**config.mk**
```make
export PLATFORM = sky130hd
export DESIGN_NAME = wordlock_ctrl
export DESIGN_NICKNAME = d
export VERILOG_FILES = /design/src/rtl/wordlock_pkg.sv /design/src/rtl/wl_sync_reg.sv /design/src/rtl/wl_word_match.sv /design/src/rtl/wl_interval_timer.sv /design/src/rtl/wl_slip_tally.sv /design/src/rtl/wl_fsm.sv /design/src/rtl/wordlock_ctrl.sv
export SDC_FILE = /design/constraint.sdc
export NUM_CORES = 1
export LEC_CHECK = 0
export BUFFER_PORTS_ARGS = -buffer_cell sky130_fd_sc_hd__buf_2
export CAP_MARGIN = 20
export CELL_PAD_IN_SITES_DETAIL_PLACEMENT = 1
export CELL_PAD_IN_SITES_GLOBAL_PLACEMENT = 1
export CORE_MARGIN = 4
export CORE_UTILIZATION = 30
export DETAILED_ROUTE_END_ITERATION = 10
export GPL_TIMING_DRIVEN = 0
export MAX_ROUTING_LAYER = met4
export PLACE_DENSITY_LB_ADDON = 0.1
export SLEW_MARGIN = 5
export SYNTH_ARGS = -nofsm -noshare
export SYNTH_HDL_FRONTEND = slang
export SYNTH_HIERARCHICAL = 1
export SYNTH_SLANG_ARGS = --single-unit
```
**constraint.sdc**
```tcl
create_clock -name clk -period 1.8 [get_ports clk]
set_clock_uncertainty 0.1 [all_clocks]
set_input_delay 0.36 -clock clk [delete_from_list [all_inputs] [get_ports clk]]
set_output_delay 0.36 -clock clk [all_outputs]
set_load 0.05 [all_outputs]
```
**src/rtl/wordlock_pkg.sv**
```systemverilog
package wordlock_pkg;

  typedef enum logic [2:0] {
    WL_IDLE     = 3'd0,
    WL_COMPARE  = 3'd1,
    WL_SLIP_HI  = 3'd2,
    WL_SLIP_GAP = 3'd3,
    WL_LOCKED   = 3'd4
  } wl_state_e;

endpackage

```
**src/rtl/wl_sync_reg.sv**
```systemverilog
module wl_sync_reg #(
  parameter int W = 1
) (
  input  logic         clk,
  input  logic         rst,
  input  logic [W-1:0] d,
  output logic [W-1:0] q
);
  always_ff @(posedge clk) begin
    if (rst) q <= '0;
    else     q <= d;
  end
endmodule

```
**src/rtl/wl_word_match.sv**
```systemverilog
module wl_word_match #(
  parameter int W = 10
) (
  input  logic [W-1:0] word,
  input  logic [W-1:0] ref_word,
  output logic         equal
);
  logic [W-1:0] diff;

  for (genvar i = 0; i < W; i++) begin : g_bit
    assign diff[i] = word[i] ^ ref_word[i];
  end

  assign equal = ~|diff;
endmodule

```
**src/rtl/wl_interval_timer.sv**
```systemverilog
module wl_interval_timer #(
  parameter int TW = 3
) (
  input  logic          clk,
  input  logic          rst,
  input  logic          load,
  input  logic [TW-1:0] load_val,
  output logic          expired
);
  logic [TW-1:0] remain;

  always_ff @(posedge clk) begin
    if (rst)                remain <= '0;
    else if (load)          remain <= load_val;
    else if (remain != '0)  remain <= remain - 1'b1;
  end

  assign expired = (remain == '0);
endmodule

```
**src/rtl/wl_slip_tally.sv**
```systemverilog
module wl_slip_tally #(
  parameter int LIMIT = 20,
  parameter int CW    = 5
) (
  input  logic clk,
  input  logic rst,
  input  logic clear,
  input  logic bump,
  output logic at_limit
);
  logic [CW-1:0] count;

  always_ff @(posedge clk) begin
    if (rst || clear) count <= '0;
    else if (bump)    count <= count + 1'b1;
  end

  assign at_limit = (count == CW'(LIMIT));
endmodule

```
**src/rtl/wl_fsm.sv**
```systemverilog
module wl_fsm
  import wordlock_pkg::*;
#(
  parameter int TW           = 3,
  parameter int PULSE_CYCLES = 2,
  parameter int SETTLE_CYCLES = 4
) (
  input  logic          clk,
  input  logic          rst,
  input  logic          start,
  input  logic          match,
  input  logic          tmr_expired,
  input  logic          at_limit,
  output logic          tmr_load,
  output logic [TW-1:0] tmr_val,
  output logic          tally_clear,
  output logic          tally_bump,
  output logic          slip_drive,
  output logic          locked,
  output logic          busy,
  output logic          fail
);
  wl_state_e state, state_n;
  logic      fail_set, fail_clr;

  always_comb begin
    state_n     = state;
    tmr_load    = 1'b0;
    tmr_val     = '0;
    tally_clear = 1'b0;
    tally_bump  = 1'b0;
    fail_set    = 1'b0;
    fail_clr    = 1'b0;
    unique case (state)
      WL_IDLE: begin
        if (start) begin
          state_n     = WL_COMPARE;
          tally_clear = 1'b1;
          fail_clr    = 1'b1;
        end
      end
      WL_COMPARE: begin
        if (match) begin
          state_n = WL_LOCKED;
        end else if (at_limit) begin
          state_n  = WL_IDLE;
          fail_set = 1'b1;
        end else begin
          state_n    = WL_SLIP_HI;
          tmr_load   = 1'b1;
          tmr_val    = TW'(PULSE_CYCLES - 1);
          tally_bump = 1'b1;
        end
      end
      WL_SLIP_HI: begin
        if (tmr_expired) begin
          state_n  = WL_SLIP_GAP;
          tmr_load = 1'b1;
          tmr_val  = TW'(SETTLE_CYCLES - 1);
        end
      end
      WL_SLIP_GAP: begin
        if (tmr_expired) state_n = WL_COMPARE;
      end
      WL_LOCKED: begin
        if (start) begin
          state_n     = WL_COMPARE;
          tally_clear = 1'b1;
        end
      end
      default: state_n = WL_IDLE;
    endcase
  end

  always_ff @(posedge clk) begin
    if (rst) begin
      state  <= WL_IDLE;
      locked <= 1'b0;
      busy   <= 1'b0;
      fail   <= 1'b0;
    end else begin
      state  <= state_n;
      locked <= (state_n == WL_LOCKED);
      busy   <= (state_n == WL_COMPARE) || (state_n == WL_SLIP_HI) ||
                (state_n == WL_SLIP_GAP);
      if (fail_set)      fail <= 1'b1;
      else if (fail_clr) fail <= 1'b0;
    end
  end

  assign slip_drive = (state == WL_SLIP_HI);
endmodule

```
**src/rtl/wordlock_ctrl.sv**
```systemverilog
module wordlock_ctrl #(
  parameter int WORD_W        = 10,
  parameter int PULSE_CYCLES  = 2,
  parameter int SETTLE_CYCLES = 4,
  parameter int MAX_SLIPS     = 2 * WORD_W
) (
  input  logic              clk,
  input  logic              rst,
  input  logic              start,
  input  logic [WORD_W-1:0] pattern,
  input  logic [WORD_W-1:0] rx_word,
  output logic              slip_req,
  output logic              locked,
  output logic              busy,
  output logic              fail
);
  localparam int LONGEST = (PULSE_CYCLES > SETTLE_CYCLES) ? PULSE_CYCLES : SETTLE_CYCLES;
  localparam int TW      = $clog2(LONGEST + 1);
  localparam int CW      = $clog2(MAX_SLIPS + 1);

  logic [WORD_W-1:0] word_q;
  logic              match, tmr_expired, at_limit;
  logic              tmr_load, tally_clear, tally_bump, slip_drive;
  logic [TW-1:0]     tmr_val;

  wl_sync_reg #(.W(WORD_W)) u_in_reg (
    .clk(clk), .rst(rst), .d(rx_word), .q(word_q)
  );

  wl_word_match #(.W(WORD_W)) u_match (
    .word(word_q), .ref_word(pattern), .equal(match)
  );

  wl_interval_timer #(.TW(TW)) u_timer (
    .clk(clk), .rst(rst), .load(tmr_load), .load_val(tmr_val),
    .expired(tmr_expired)
  );

  wl_slip_tally #(.LIMIT(MAX_SLIPS), .CW(CW)) u_tally (
    .clk(clk), .rst(rst), .clear(tally_clear), .bump(tally_bump),
    .at_limit(at_limit)
  );

  wl_fsm #(
    .TW(TW), .PULSE_CYCLES(PULSE_CYCLES), .SETTLE_CYCLES(SETTLE_CYCLES)
  ) u_fsm (
    .clk(clk), .rst(rst), .start(start), .match(match),
    .tmr_expired(tmr_expired), .at_limit(at_limit),
    .tmr_load(tmr_load), .tmr_val(tmr_val),
    .tally_clear(tally_clear), .tally_bump(tally_bump),
    .slip_drive(slip_drive), .locked(locked), .busy(busy), .fail(fail)
  );

  wl_sync_reg #(.W(1)) u_out_reg (
    .clk(clk), .rst(rst), .d(slip_drive), .q(slip_req)
  );
endmodule

```
==> results.md, run 1 <==
* Status: complete, but fails checks
* Failing checks: setup timing
* Tightest Hold Check Type: in2reg
* HP Start: rx_word[8]
* Commonest non-fill, non-tap cell in the layout: buf_2
* Finished Layout Cells at ~200
* Share of Yosys cell area claimed by the top area cell type at roughly 42%
* Reg-to-Reg End: u_tally/count[3]$_SDFFE_PP0P_
* Fin crit period at around 2 ns
* Nets at 181
* Worst EP required at about 1.9 ns
* P&R area growth vs syn at 30.6%
* CP arrival at roughly 2 ns
* Vias/cell at 4.67
* Synth Flop Type: dfxtp_1
* Sw frac at between 30% and 40%
* Async set-reset flop share out of synthesis at 0%
* Dpl hpwl at roughly 1800 um
* Vias at around 940
* Ranking of synthesized cells by area: dfxtp_1, nor2b_1, xnor2_1
* CTS sink count at 25
* Grt ovf at 0
* Vias in the first global route at roughly 1000
* Die area at between 5000 and 6000 um^2
* Mapped cell area at around 1200 um^2
* Hold path cells at 2
* Area share of xor/xnor cells in the synthesized design at a little over 8%
* Root Driver: clkbuf_8
* # hold bufs at CTS at 0
* Register area share after synthesis at between 40% and 50%
* Final wirelength at between 2000 and 3000 um
* Rows at 22
* Maximum clock rate at just over 0.5 GHz
* Largest net degree at the start of global routing at 26
* Syn Area/Cell at 9.91 um^2
* Tot Pwr at 1.49 mW
* RSZ-0062 raised after global routing: true
* DP Cell Count at a little under 200
* Hold path endpoint: u_in_reg/q[8]$_SDFF_PP0_
* DRC at 0
* Port Buffer Count at 26
* FF-to-FF Start: u_tally/count[0]$_SDFFE_PP0P_
* Compound-gate portion of the synthesized area at under 10%
* Mux cell area share after synthesis at under 10%
* Total net switching power at roughly 0.46 mW
* Share of layout cells above drive strength 1 at between 40% and 50%
* Clk Latency, worst-skew pair at 0.26 ns
* Post-route clock period utilization at 110%
* Post-synthesis cell count at 119
* Reg clk slew, reported paths at 0.08 ns
* Max rail drop VDD at ~0.46 mV
* Number of synthesized flops with an enable pin at 0
* Global-route usage over all layers at approximately 12%
* Most frequent cells in the layout: buf_2, dfxtp_1, nor2b_1
* Type of element launching the critical path: flip-flop
* Setup crit end kind: flip-flop
* Final setup viols at 8
* # diodes at 0
* Worst-margin pin slew at 0.505 ns
* Pwr per Cell Area at a little under 1000 nW/um^2
* Final worst setup slack at -0.180 ns
* Adder-cell share of the synthesized area at 4.24%
* Layout fillers at 455
* Setup CP Type: reg2reg
* RD Place Congestion at slightly above 0.8
* Drt wl/cell at 13.0 um
* Final slew viol count at 0
* Worst hold slack at 0.207 ns
* Max-slew headroom at about two thirds
* Initial drt markers at 12
* Synth Area in Simple Gates at 29.8%
* CTS Buffer Depth at 2
* Initial antenna violation count at 0
* Main combinational cell family by area after synthesis: simple AND/OR/NAND/NOR gates
* Slack of the worst reg-to-reg path at -0.18 ns
* Seq cells post-synth at 25
* CP Max Fanout at 4
* Worst setup path start: u_tally/count[0]$_SDFFE_PP0P_
* CTS buffer count at 3
* Clock power frac at between 20 and 25%
* Fin. Hold Viols at 0
* First-pass GRT wire length at 4600 um
* Die width at 70.7 um
* Reg power frac at about 45%
* Die Height at 70.7 um
* DRT Pass-1 Iters at 3
* Leak at 0.667 nW
* Cell accounting for the most synthesized area: dfxtp_1
* Depth of the worst register-to-register path at 7
* Max-cap viol count at 0
* Yosys cell types at 38
* H-tree Lvls at 1
* Yosys warning total at 6
* Comb pwr share at 33.3%
* DRT antenna net count at 0
* CTS tree: done
* Core area at between 3000 and 4000 um^2
* P_int at 1.03 mW
* Starting Density at a little under a third
* Post-Syn Nets at between 100 and 150
* I/O pins at 27
-- worst max-delay path, stage by stage (launching register included) --
cell and delay (ns):
dfxtp_1 0.44, inv_1 0.07, ha_1 0.19, and4b_1 0.21
nand2b_1 0.23, inv_2 0.14, nand4_1 0.15, mux2_4 0.33
-- per-stage QoR --
step	TNS (ns)	cell area, um^2	util (%)	setup WS (ns)
CTS	-1.23	1510	40.2	-0.209
detailed placement	-2.59	1400	37.5	-0.434
global placement	-2.41	1400	37.5	-0.395
global route	-2.09	1540	41.2	-0.323
floorplan	-0.104	1210	-	-0.0521
finish	-0.815	1540	41.2	-0.180
-- final cells by class --
class / instances / area, um^2 / share of cell area [%]
Buffer: 2 / 15.0 / 0.974
Clock buffer: 4 / 45.0 / 2.92
Inverter: 9 / 33.8 / 2.19
Multi-Input combinational cell: 83 / 713 / 46.3
Sequential cell: 25 / 507 / 32.9
Tap cell: 48 / 60.1 / 3.90
Timing Repair Buffer: 30 / 168 / 10.9
-- sequential cells by signal (all words and copies together), names as in the netlist --
| signal | flops |
|---|---|
| u_fsm/locked | 1 |
| u_fsm/fail | 1 |
| u_timer/remain | 3 |
| u_in_reg/q | 10 |
| u_fsm/busy | 1 |
| u_tally/count | 5 |
| u_out_reg/q | 1 |
| u_fsm/state | 3 |
-- routing by layer --
| metal | vias to the layer above | routed length (um) | global-route usage [%] |
|---|---|---|---|
| met1 | 446 | 1190 | 13.9 |
| li1 | 471 | - | - |
| met2 | 19 | 1280 | 19.8 |
| met5 | - | 0 | - |
| met4 | 0 | 9 | 3.13 |
| met3 | 2 | 138 | 2.13 |
-- power groups by stage --
stage | logic (mW) | registers [mW] | clock network, mW
2_1_floorplan | 0.321 | 0.681 | 0
3_3_place_gp | 0.427 | 0.672 | 0
3_5_place_dp | 0.442 | 0.673 | 0
4_1_cts | 0.474 | 0.663 | 0.342
5_1_grt | 0.556 | 0.681 | 0.366
6_report | 0.495 | 0.671 | 0.320
-- worst max-delay path by stage --
stage	to	slack, ns	cells past startpoint
CTS	u_timer/remain[0]$_SDFFE_PP0P_	-0.21	8
global route	u_tally/count[3]$_SDFFE_PP0P_	-0.32	8
detailed placement	u_tally/count[3]$_SDFFE_PP0P_	-0.43	10
global placement	u_tally/count[4]$_SDFFE_PP0P_	-0.40	10
finish	u_tally/count[3]$_SDFFE_PP0P_	-0.18	7
floorplan	u_tally/count[3]$_SDFFE_PP0P_	-0.05	9
-- cells by family after synthesis --
family / count (synthesis)
other cells: 1
flops: 25
fa+ha+maj: 4
compound gates: 11
simple gates: 52
buf+inv: 12
xor+xnor: 11
mux: 3
-- timing repair --
item	CTS	global route
buffers inserted	3	1
cloned	1	0
pin swaps	8	8
gates resized for setup	10	9
setup endpoints to repair	8	8
-- cells in the mapped netlist (2+ instances only) --
master,number
nand2b_1,2
nor2_1,5
a21oi_1,4
nor4b_1,2
buf_4,2
xor2_1,2
mux2_1,2
nor2b_1,15
nor3b_1,3
or2b_1,2
ha_1,4
inv_1,9
a2111oi_1,2
nand2_1,3
nand4_1,4
nor3_1,4
dfxtp_1,25
xnor2_1,9
Power figures use the tool's default switching activity.
==> inputs of run 2 (changes only) <==
- REMOVE_ABC_BUFFERS: unset -> 1
- SETUP_SLACK_MARGIN: unset -> 0.02
==> run 2 against run 1 <==
Against the previous run:
- the run still ends with setup timing left
- clock-buffer cell count fell by 1
- largest cell class unchanged
- clock power is 4% higher
- worst hold slack worse by 0.012 ns
- wire length decreased by 2.0%
==> results.md, run 2 (synthesis gave the netlist of run 1 again) <==
* Initial antenna violation count at 0 (unchanged)
* Maximum clock rate at 0.516 GHz (+2.2%)
* Pwr per Cell Area at 981 nW/um^2 (+1.8%)
* Max reg flops at 10 (unchanged)
* Status: complete, but fails checks
* Max rail drop VDD at 0.390 mV (-15%)
* CTS buffer count at 3 (unchanged)
* HP Start: rx_word[9]
* CP peak stage delay at 0.42 ns (-0.02 ns)
* Hold path endpoint: u_in_reg/q[9]$_SDFF_PP0_
* # diodes at 0 (unchanged)
* Slack of the worst reg-to-reg path at -0.14 ns (+0.04 ns)
* CTS sink count at 25 (unchanged)
* RSZ-0062 raised after global routing: true
* Dpl hpwl at 1880 um (+3.2%)
* Reg clk slew, reported paths at 0.09 ns (about the same)
* Fin crit period at 1.94 ns (-0.0421 ns)
* Setup crit end kind: flip-flop
* H-tree Lvls at 1 (unchanged)
* Final wirelength at 2570 um (-2.0%)
* Rows at 22 (unchanged)
* Depth of the worst register-to-register path at 7 (unchanged)
* # hold bufs at CTS at 0 (unchanged)
* Global-route usage over all layers at 10.9% (-0.66 points)
* CTS Buffer Depth at 2 (unchanged)
* Most frequent cells in the layout: buf_2, dfxtp_1, nor2b_1
* Worst EP required at 1.86 ns (about the same)
* Core area at 3740 um^2 (unchanged)
* Die width at 70.7 um (unchanged)
* Max-cap viol count at 0 (unchanged)
* Layout fillers at 435 (-4.4%)
* Vias/cell at 4.72 (+1.1%)
* Port Buffer Count at 26 (unchanged)
* Most flop-heavy register: u_in_reg/q
* Drt wl/cell at 12.9 um (-1.0%)
* CP arrival at 2.00 ns (-0.03 ns)
* Regs by FF count: u_in_reg/q: 10 flops, u_tally/count: 5 flops
* Initial drt markers at 9 (-3)
* Max-slew headroom at 65.7% (-0.62 points)
* DRC at 0 (unchanged)
* DRT antenna net count at 0 (unchanged)
* FF-to-FF Start: u_tally/count[0]$_SDFFE_PP0P_
* I/O pins at 27 (unchanged)
* Tightest Hold Check Type: in2reg
* Post-Place Setup Slack at -0.598 ns (-0.164 ns)
* Type of element launching the critical path: flip-flop
* Vias in the first global route at 983 (-5.6%)
* CTS tree: done
* CP Max Fanout at 4 (unchanged)
* Die Height at 70.7 um (unchanged)
* Largest net degree at the start of global routing at 26 (unchanged)
* Hold path cells at 2 (unchanged)
* Final setup viols at 8 (unchanged)
* Nets at 179 (-1.1%)
* Failing checks: setup timing
* First-pass GRT wire length at 4320 um (-6.1%)
* Worst path bufs/invs at 2 (unchanged)
* Setup CP Type: reg2reg
* Reg-to-Reg End: u_tally/count[3]$_SDFFE_PP0P_
* Crit path max-delay family: simple AND/OR/NAND/NOR gates
* Post-route clock period utilization at 108% (-2.3 points)
* RD Place Congestion at 0.754 (-7.4%)
* Die area at 5000 um^2 (unchanged)
* P&R area growth vs syn at 31.1%
* Worst hold slack at 0.195 ns (-0.0120 ns)
* Worst-margin pin slew at 0.514 ns (+0.00934 ns)
* Final slew viol count at 0 (unchanged)
* Starting Density at 31.5% (unchanged)
* Grt ovf at 0 (unchanged)
* Critical-path top delay cell: dfxtp_1
* Share of layout cells above drive strength 1 at 42.4% (+1.2 points)
* Commonest non-fill, non-tap cell in the layout: buf_2
* Vias at 939 (+0.11%)
* Leak at 0.658 nW (-1.4%)
* Root Driver: clkbuf_8
* Fin. Hold Viols at 0 (unchanged)
* Final worst setup slack at -0.138 ns (+0.0421 ns)
* DRT Pass-1 Iters at 2 (-1)
* Clk Latency, worst-skew pair at 0.26 ns (about the same)
* Cell chain of the critical path: inv_1 -> ha_1 -> and4b_1 -> nand2b_1 -> inv_2 -> nand4_1 -> mux2_4
run 2: what timing repair did:
action / CTS / global route
buffers inserted: 3 / 2
gates resized for setup: 9 / 16
gates cloned: 0 / 0
pin swaps: 4 / 4
endpoints found under the setup margin: 8 / 8
run 2: worst reg2reg max path, cell delays in order, from the launching register on:
cell and delay, ns:
dfxtp_1 0.42, inv_1 0.07, ha_1 0.21, and4b_1 0.21
nand2b_1 0.24, inv_2 0.14, nand4_1 0.13, mux2_4 0.32
run 2: layout make-up:
class | instances | area [um^2] | share of cell area, %
inverters | 9 | 33.8 | 2.18
repair buffers | 31 | 175 | 11.3
well taps | 48 | 60.1 | 3.88
multi-input cells | 82 | 722 | 46.7
clock inverters | 1 | 7.51 | 0.485
flip-flops and latches | 25 | 507 | 32.8
clock buffers | 3 | 41.3 | 2.67
run 2: how the worst max path moves through the flow:
stage          cells after the start                        endpoint  slack [ns]                           from
6_report                           7   u_tally/count[3]$_SDFFE_PP0P_       -0.14  u_tally/count[0]$_SDFFE_PP0P_
5_1_grt                            8  u_timer/remain[1]$_SDFFE_PP0P_       -0.31       u_in_reg/q[4]$_SDFF_PP0_
4_1_cts                            8  u_timer/remain[1]$_SDFFE_PP0P_       -0.22       u_in_reg/q[8]$_SDFF_PP0_
3_5_place_dp                       9  u_timer/remain[1]$_SDFFE_PP0P_       -0.60                     pattern[9]
3_3_place_gp                       9  u_timer/remain[0]$_SDFFE_PP0P_       -0.51                     pattern[2]
2_1_floorplan                      8  u_timer/remain[0]$_SDFFE_PP0P_       -0.09                     pattern[6]
run 2: stage by stage:
step / cell area [um^2] / utilization [%] / setup TNS, ns / cells / total power, mW
2_1_floorplan: 1150 / - / -0.247 / 116 / 0.975
3_5_place_dp: 1340 / 35.9 / -3.16 / 190 / 1.10
5_1_grt: 1550 / 41.3 / -1.81 / 199 / 1.64
6_report: 1550 / 41.3 / -0.704 / 199 / 1.52
4_1_cts: 1460 / 38.9 / -1.31 / 197 / 1.48
3_3_place_gp: 1340 / 35.9 / -2.88 / 190 / 1.07
run 2: layer usage:
layer  track usage [%]  up-vias  wire (um)
met1              12.4      451       1120
met4              2.51        0         18
met3              3.55        2        153
met5                 -        -          0
met2              18.5       22       1280
li1                  -      464          -
run 2: where the power goes:
group          switching (mW)  internal [mW]
combinational           0.258          0.254
clock                   0.176          0.157
sequential             0.0578          0.614
total                   0.492           1.02
==> inputs of run 3 (changes only) <==
- ABC_AREA: unset -> 1
==> run 3 against run 2 <==
Against the previous run:
- the flow now finishes without violations
- core utilization decreased by 2.6 points
- non-clock buffer count fell by 3
- final cell count grew 32%
- clock power hardly changed
- wire length up 8.4%
- synthesized cell count increased by 54%
- flip-flop and latch count is the same
- total power decreased by 0.69%
- first-iteration DRC count grew 89%
- critical path type unchanged
- largest power group unchanged
==> results.md, run 3 <==
* I/O pins at 27 (unchanged)
* Reg power frac at 43.5% (-0.8 points)
* RD Place Congestion at 0.741 (-1.7%)
* Synth Flop Type: dfxtp_1
* Largest net degree at the start of global routing at 22 (-15%)
* Top post-synthesis cells by count: inv_1, nand2_1, nor2_1, dfxtp_1, a21oi_1
* Grt ovf at 0 (unchanged)
* Fin. Hold Viols at 0 (unchanged)
* Post-route clock period utilization at 96.4% (-11 points)
* Worst EP required at 1.87 ns (about the same)
* Number of synthesized flops with an enable pin at 0 (unchanged)
* Fin crit period at 1.74 ns (-0.203 ns)
* Comb pwr share at 34.3% (+0.5 points)
* Dpl hpwl at 2140 um (+14%)
* DRC at 0 (unchanged)
* CTS buffer count at 3 (unchanged)
* Tightest Hold Check Type: in2reg
* Final slew viol count at 0 (unchanged)
* Final wirelength at 2790 um (+8.4%)
* Max reg flops at 10 (unchanged)
* Vias at 1134 (+21%)
* Status: completed
* Global-route usage over all layers at 11.2% (+0.33 points)
* CP peak stage delay at 0.35 ns (-0.07 ns)
* Seq cells post-synth at 25 (unchanged)
* Max rail drop VDD at 0.511 mV (+31%)
* Reg clk slew, reported paths at 0.09 ns (about the same)
* Async set-reset flop share out of synthesis at 0% (unchanged)
* Syn Area/Cell at 6.78 um^2 (-32%)
* Register area share after synthesis at 40.3% (-2.1 points)
* Yosys warning total at 6 (unchanged)
* Core area at 4000 um^2 (+6.9%)
* Sum Neg Setup Slack at 0 ns (+0.704 ns)
* Die width at 72.3 um (+2.3%)
* Cell accounting for the most synthesized area: dfxtp_1
* Mapped cell area at 1240 um^2 (+5.2%)
* CP arrival at 1.80 ns (-0.20 ns)
* Setup crit end kind: flip-flop
* Ranking of synthesized cells by area: dfxtp_1, inv_1, nand2_1
* Starting Density at 31.0% (-0.49 points)
* Rows at 23 (+4.5%)
* RSZ-0062 raised after global routing: true
* Initial antenna violation count at 0 (unchanged)
* Pwr per Cell Area at 972 nW/um^2 (-0.93%)
* Maximum clock rate at 0.576 GHz (+12%)
* First-pass GRT wire length at 4540 um (+5.1%)
* Final setup viols at 0 (-8)
* Port Buffer Count at 26 (unchanged)
* DRT Pass-1 Iters at 4 (+2)
* Drt wl/cell at 10.6 um (-18%)
* Max-cap viol count at 0 (unchanged)
* Vias in the first global route at 1126 (+15%)
* CTS sink count at 25 (unchanged)
* Type of element launching the critical path: flip-flop
* Yosys cell types at 23 (-39%)
* Most frequent cell on the critical path: nor2_2
* Vias/cell at 4.33 (-8.3%)
* CP Max Fanout at 7 (+3)
* Most frequent cells in the layout: nand2_1, inv_1, buf_2
* Worst hold slack at 0.187 ns (-0.00847 ns)
* # diodes at 0 (unchanged)
* Critical-path top delay cell: dfxtp_2
* # hold bufs at CTS at 0 (unchanged)
* Share of Yosys cell area claimed by the top area cell type at 40.3% (-2.1 points)
* Sw frac at 35.0% (+2.6 points)
* Post-synthesis cell count at 183 (+54%)
* Nets at 240 (+34%)
* Root Driver: clkbuf_8
* Die Height at 72.3 um (+2.3%)
* P_int at 0.979 mW (-4.5%)
* P&R area growth vs syn at 24.9%
* Setup CP Type: reg2reg
* DRT antenna net count at 0 (unchanged)
* Tot Pwr at 1.51 mW (-0.69%)
* Clk Latency, worst-skew pair at 0.27 ns (about the same)
* Leak at 0.761 nW (+16%)
* CTS tree: done
* Cell chain of the critical path: nand2_2 -> inv_2 -> nor2_2 -> nor2_2 -> nand3_2 -> nor2_4 -> nor2_2 -> nand3_4 -> o21ai_4 -> inv_2 -> nand3_4 -> o21bai_1 -> nor2_1
* Regs by FF count: u_in_reg/q: 10 flops, u_tally/count: 5 flops
* Share of layout cells above drive strength 1 at 30.2% (-12 points)
* Commonest non-fill, non-tap cell in the layout: nand2_1
* Die area at 5230 um^2 (+4.6%)
* Clock power frac at 22.2% (+0.2 points)
* Total net switching power at 0.528 mW (+7.1%)
* H-tree Lvls at 1 (unchanged)
* Initial drt markers at 17 (+8)
* Most flop-heavy register: u_in_reg/q
* CTS Buffer Depth at 2 (unchanged)
## run 3: cell types whose count changed after synthesis, sizes merged, moves of 4 or more
cell and change:
nor2b -16, nand3 +4, o21ai +4, a21oi +7
nor2 +33, nand2 +37, xnor2 -8, inv +32
## run 3: kinds of logic (layout without fill, tap and decap cells)
kind of cell / count (synthesis) / in the layout / share of synthesized area (%)
simple gates: 87 / 87 / 30.2
buf+inv: 44 / 73 / 14.5
flops: 25 / 25 / 40.3
compound gates: 18 / 18 / 7.76
fa+ha+maj: 4 / 4 / 4.03
xor+xnor: 4 / 4 / 2.82
other cells: 1 / 1 / 0.302
## run 3: cell type report
type / instances / area (um^2)
tap: 50 / 62.6
clock buffer: 4 / 45.0
multi-input combinational: 114 / 634
sequential: 25 / 507
fill: 528 / 2450
timing repair buffer: 28 / 145
inverter: 41 / 156
## run 3: worst max-delay path, delay by kind of cell (launching register included)
family	cells	cell delay [ns]
AO/OA/AOI/OAI	2	0.27
buffers and inverters	2	0.14
AND/OR/NAND/NOR	9	0.76
flip-flops	1	0.35
## run 3: layer usage
metal | track usage [%] | share of wire [%] | vias to the layer above
met5 | - | 0 | -
met4 | 5.01 | 1.5 | 0
met3 | 1.80 | 4.5 | 4
met2 | 20.4 | 50 | 17
met1 | 11.8 | 44 | 520
li1 | - | - | 593
## run 3: worst paths after layout
kind / from / to / slack [ns] / depth (start not counted)
max reg2reg: u_in_reg/q[0]$_SDFF_PP0_ / u_timer/remain[1]$_SDFFE_PP0P_ / 0.06 / 13
min reg2reg: u_tally/count[0]$_SDFFE_PP0P_ / u_tally/count[0]$_SDFFE_PP0P_ / 0.36 / 1
min: rx_word[3] / u_in_reg/q[3]$_SDFF_PP0_ / 0.19 / 3
max: u_in_reg/q[0]$_SDFF_PP0_ / u_timer/remain[1]$_SDFFE_PP0P_ / 0.06 / 13
## run 3: power groups by stage
stage                     logic [mW]  clock network [mW]  registers (mW)
after floorplan                0.300                   0           0.680
after global placement         0.411                   0           0.662
after detailed placement       0.438                   0           0.664
after CTS                      0.445               0.356           0.652
after global routing           0.600               0.370           0.663
final                          0.517               0.334           0.655
## run 3: stage by stage
| step | setup slack (ns) | cells | instance area (um^2) | utilization [%] |
|---|---|---|---|---|
| 6_report | 0.0645 | 262 | 1550 | 38.8 |
| 5_1_grt | -0.0762 | 262 | 1550 | 38.8 |
| 4_1_cts | -0.0418 | 260 | 1460 | 36.5 |
| 3_5_place_dp | -0.319 | 256 | 1410 | 35.2 |
| 3_3_place_gp | -0.236 | 256 | 1410 | 35.2 |
| 2_1_floorplan | 0.123 | 180 | 1210 | - |
## run 3: repair_timing
action / in CTS / in global routing
setup buffers: 0 / 2
pin swaps: 0 / 11
gates resized for setup: 2 / 23
setup endpoints to repair: 5 / 8
hold endpoints to repair: 0 / 0
